[config.mk]
export PLATFORM = sky130hd
export DESIGN_NAME = mbox_irq
export DESIGN_NICKNAME = d
export VERILOG_FILES = /design/src/rtl/mbox_pkg.sv /design/src/rtl/mbox_port_decode.sv /design/src/rtl/mbox_flag_fsm.sv /design/src/rtl/mbox_irq.sv
export SDC_FILE = /design/constraint.sdc
export NUM_CORES = 1
export LEC_CHECK = 0
export CAP_MARGIN = 20
export CORE_AREA = 4 4 41 43
export DETAILED_ROUTE_END_ITERATION = 6
export DIE_AREA = 0 0 45 47
export GPL_TIMING_DRIVEN = 0
export PLACE_DENSITY = 0.65
export SLEW_MARGIN = 10
export SYNTH_ARGS = -nofsm -noshare
export SYNTH_HDL_FRONTEND = slang
export SYNTH_SLANG_ARGS = --single-unit
[constraint.sdc]
create_clock -name clk -period 1.4 [get_ports clk]
set_input_delay 0.28 -clock clk [delete_from_list [all_inputs] [get_ports clk]]
set_output_delay 0.28 -clock clk [all_outputs]
set_load 0.01 [all_outputs]
[src/rtl/mbox_pkg.sv]
package mbox_pkg;

    typedef enum logic {
        FLAG_IDLE    = 1'b0,
        FLAG_PENDING = 1'b1
    } flag_state_e;

    typedef struct packed {
        logic en;
        logic we;
        logic oe;
    } port_ctl_t;

    localparam int NUM_PORTS = 2;
    localparam int PORT_LEFT = 0;
    localparam int PORT_RIGHT = 1;

endpackage

[src/rtl/mbox_port_decode.sv]
module mbox_port_decode
    import mbox_pkg::*;
#(
    parameter int AW = 12,
    parameter bit RAISE_AT_TOP = 1'b1
) (
    input  port_ctl_t         ctl,
    input  logic [AW-1:0]     addr,
    output logic              raise_other,
    output logic              ack_own
);

    localparam logic [AW-1:0] TOP_ADDR  = {AW{1'b1}};
    localparam logic [AW-1:0] NEXT_ADDR = TOP_ADDR - 1'b1;

    logic [AW-1:0] raise_addr;
    logic [AW-1:0] ack_addr;

    generate
        if (RAISE_AT_TOP) begin : g_top_raise
            assign raise_addr = TOP_ADDR;
            assign ack_addr   = NEXT_ADDR;
        end else begin : g_next_raise
            assign raise_addr = NEXT_ADDR;
            assign ack_addr   = TOP_ADDR;
        end
    endgenerate

    logic is_write;
    logic is_read;

    always_comb begin
        is_write    = ctl.en && ctl.we;
        is_read     = ctl.en && !ctl.we && ctl.oe;
        raise_other = is_write && (addr == raise_addr);
        ack_own     = is_read && (addr == ack_addr);
    end

endmodule

[src/rtl/mbox_flag_fsm.sv]
module mbox_flag_fsm
    import mbox_pkg::*;
(
    input  logic clk,
    input  logic rst_n,
    input  logic raise,
    input  logic ack,
    output logic irq_n
);

    flag_state_e state_q;
    flag_state_e state_d;

    always_ff @(posedge clk or negedge rst_n) begin
        if (!rst_n) begin
            state_q <= FLAG_IDLE;
        end else begin
            state_q <= state_d;
        end
    end

    always_comb begin
        state_d = state_q;
        unique case (state_q)
            FLAG_IDLE: begin
                if (raise) begin
                    state_d = FLAG_PENDING;
                end
            end
            FLAG_PENDING: begin
                if (ack && !raise) begin
                    state_d = FLAG_IDLE;
                end
            end
            default: state_d = FLAG_IDLE;
        endcase
    end

    always_comb begin
        unique case (state_q)
            FLAG_PENDING: irq_n = 1'b0;
            default:      irq_n = 1'b1;
        endcase
    end

endmodule

[src/rtl/mbox_irq.sv]
module mbox_irq
    import mbox_pkg::*;
#(
    parameter int AW = 12
) (
    input  logic          clk,
    input  logic          rst_n,
    input  logic          l_en,
    input  logic          l_we,
    input  logic          l_oe,
    input  logic [AW-1:0] l_addr,
    input  logic          r_en,
    input  logic          r_we,
    input  logic          r_oe,
    input  logic [AW-1:0] r_addr,
    output logic          l_irq_n,
    output logic          r_irq_n
);

    port_ctl_t     ctl     [NUM_PORTS];
    logic [AW-1:0] addr    [NUM_PORTS];
    logic          raise_o [NUM_PORTS];
    logic          ack_o   [NUM_PORTS];
    logic          irq_n_v [NUM_PORTS];

    assign ctl[PORT_LEFT]   = '{en: l_en, we: l_we, oe: l_oe};
    assign ctl[PORT_RIGHT]  = '{en: r_en, we: r_we, oe: r_oe};
    assign addr[PORT_LEFT]  = l_addr;
    assign addr[PORT_RIGHT] = r_addr;

    generate
        for (genvar p = 0; p < NUM_PORTS; p++) begin : g_port
            mbox_port_decode #(
                .AW          (AW),
                .RAISE_AT_TOP(p == PORT_LEFT)
            ) u_dec (
                .ctl        (ctl[p]),
                .addr       (addr[p]),
                .raise_other(raise_o[p]),
                .ack_own    (ack_o[p])
            );

            mbox_flag_fsm u_flag (
                .clk  (clk),
                .rst_n(rst_n),
                .raise(raise_o[NUM_PORTS-1-p]),
                .ack  (ack_o[p]),
                .irq_n(irq_n_v[p])
            );
        end
    endgenerate

    assign l_irq_n = irq_n_v[PORT_LEFT];
    assign r_irq_n = irq_n_v[PORT_RIGHT];

endmodule

==> results by group <==
STA
  • Final worst slack: 90.3 ps
  • Hold WS: 211 ps
  • Min cycle time layout: 1310 ps
  • Max Fclk: 0.764 GHz
  • RSZ-0062 raised after global routing: no
  • Hold Fails Final Rpt: 0
  • Crit share post-route: 0.936
  • Slew @ Worst Pin: 258 ps
  • Clock skew: 0 ps
  • Final Max Slew Viols: 0
  • Slew Limit Headroom: 0.827
  • Final setup viols: 0

Pwr
  • Logic pwr share: 0.331
  • Sequential fraction of design power: 0.204
  • Clk pwr share: 0.465
  • Max VDD drop: 185 uV
  • Pleak: 0.203 nW
  • Sw Pwr: 0.0540 mW
  • Int Pwr: 0.232 mW
  • Sw Ratio: 0.188
  • Pwr Density: 536 mW/mm^2

Yosys
  • Cell taking the most area after synthesis: dfrtp_1
  • Yosys cell types: 10
  • Total number of yosys warnings: 0
  • Post-synth top area share: 0.315
  • Syn_area_per_cell: 7.95 sq um
  • Cells after Synth: 20
  • Synthesized flop and latch total: 2
  • Post-Synthesis Net Count: 52
  • Seq/Total Area, Yosys: 0.315
  • Synth area leaders: dfrtp_1 (31%), nand4_1 (24%), or4_1 (9.4%)
  • Mapped cell area: 159 sq um

Clock network
  • Sink Count: 2
  • CTS tree: built
  • # H-tree levels: 1
  • Clk Latency, worst-skew pair: 230 ps
  • Post-CTS Hold Buffers: 0
  • Total CTS buffers: 3
  • Clk slew on worst S/H paths: 30 ps
  • Root buffer cell: clkbuf_4
  • Buffer depth of the longest clock path: 2

Worst setup path
  • Worst R2R Start: g_port[1].u_flag.state_q$_DFF_PN0_
  • Critical Path Start Type: input pin
  • Buf/Inv on CP: 1
  • Critical-path cell list: clkdlybuf4s50_1 -> nand4_1 -> or4_1 -> o21ai_1
  • Flop-to-flop setup slack: 810 ps
  • Delay-heaviest family, CP: simple AND/OR/NAND/NOR gates
  • Critical path startpoint: l_addr[10]
  • Cell depth of the worst setup path: 4
  • Critical Path AT: 1460 ps
  • CP max FO: 2
  • Reg-to-reg endpoint: g_port[1].u_flag.state_q$_DFF_PN0_
  • Slowest stage delay, CP: 520 ps
  • Crit path to: g_port[1].u_flag.state_q$_DFF_PN0_
  • Reg2Reg Depth: 2
  • Slowest CP cell: or4_1
  • Crit. End Element: flop
  • Setup CP Type: in -> reg
  • Worst EP required: 1550 ps

GRT
  • Grt total ovfl: 0
  • Largest net degree at the start of global routing: 3
  • Vias in the first global route: 324
  • Global-route usage over all layers: 0.0710
  • Initial antenna violation count: 0
  • Global-route wire length before repair: 1.00 mm

Routing
  • Drt wl/cell: 10.2 um
  • Post-Route WL: 721 um
  • DRC viols: 0
  • Antenna-violating nets left: 0
  • 1st-iter DRT viols: 1
  • DRT Pass-1 Iters: 2
  • Total number of vias: 309
  • Vias per inst: 4.35

Floorplanning
  • Initial core utilization: 0.122
  • Die footprint: 0.00212 sq mm
  • Core Area: 0.00130 sq mm
  • Die width: 45 um
  • Die Y: 47 um
  • # IOs: 34
  • Num rows: 13

Run status
  • Status: finished, final reports clean

Placement
  • Gpl congestion: 0.585
  • Pre-CTS WS: -154 ps
  • Port Buf Inserts: 33
  • Placed Area: 508 sq um
  • DP Wirelength: 670 um
  • Placed cell count: 68

Final layout
  • Syn-to-layout area delta: 236%
  • Final Cell Area: 534 sq um
  • # diodes: 0
  • Cell Count, Final, Fillers Out: 71
  • Max reg flops: 2
  • Final Util: 0.411
  • Final nets: 90
  • Layout cell share with drive strength beyond 1: 0.0714
  • Regs by FF count: g_port.u_flag.state_q (2)
  • Reg with most FFs: g_port.u_flag.state_q

Min path
  • Min-Delay Path Class: in -> async

Job
  • Max-cap violations: 0
layout by cell type, fill, tap and decap left out, drive strengths merged:
cell type and instances:
dfrtp 2, nand4 6, nand2 1, o21ai 2, inv 2, clkdlybuf4s50 31, nand3b 1, dlygate4sd2 2
or4 2, nand2b 1, clkbuf 3, or3b 1, nor4 2
metrics by stage:
stage | power, mW | setup TNS [ps]
3_3_place_gp | 0.152 | -260
4_1_cts | 0.295 | 0
3_5_place_dp | 0.154 | -301
6_report | 0.286 | 0
2_1_floorplan | 0.0661 | 0
5_1_grt | 0.304 | 0
cells in the mapped netlist, drive strengths merged:
| cell type | number |
|---|---|
| inv | 2 |
| nor4 | 2 |
| or4 | 2 |
| dfrtp | 2 |
| nand4 | 6 |
| nand2 | 1 |
| nand2b | 1 |
| o21ai | 2 |
| or3b | 1 |
| nand3b | 1 |
logic make-up after synthesis:
kind of cell,after synthesis,share of synthesized area
simple gates,14,0.575
flops,2,0.315
compound gates,2,0.0630
buf+inv,2,0.0473
layer usage:
layer,vias up,global-route usage,share of wire
met2,21,0.124,0.54
met5,-,0,0
met1,131,0.0522,0.26
met3,3,0.00766,0.16
met4,0,0.123,0.039
li1,154,-,-
area by class of cell:
cell class / count / area, sq um
clock buffer: 3 / 22.5
tap: 15 / 18.8
fill: 148 / 767
timing repair buffer: 33 / 328
sequential: 2 / 50.0
inverter: 2 / 7.51
multi-input combinational: 16 / 108
power groups by stage:
stage               registers [mW]  logic [mW]  clock network, mW
floorplan                   0.0590     0.00707                  0
global placement            0.0590      0.0934                  0
detailed placement          0.0590      0.0951                  0
CTS                         0.0584      0.0951              0.141
global route                0.0584       0.101              0.145
finish                      0.0584      0.0947              0.133
how the worst min path moves through the flow:
stage | slack (ps) | depth (start not counted) | endpoint
finish | 210 | 1 | g_port[0].u_flag.state_q$_DFF_PN0_
global route | 210 | 1 | g_port[0].u_flag.state_q$_DFF_PN0_
CTS | 200 | 1 | g_port[0].u_flag.state_q$_DFF_PN0_
detailed placement | 460 | 1 | g_port[0].u_flag.state_q$_DFF_PN0_
global placement | 450 | 1 | g_port[0].u_flag.state_q$_DFF_PN0_
floorplan | -20 | 0 | g_port[0].u_flag.state_q$_DFF_PN0_
timing repair:
item | 4_1_cts | 5_1_grt
pin swaps | 0 | 2
buffers inserted | 0 | 0
gates resized for setup | 2 | 3
endpoints found under the setup margin | 2 | 1
No activity file was read; power rests on OpenSTA's default activity.
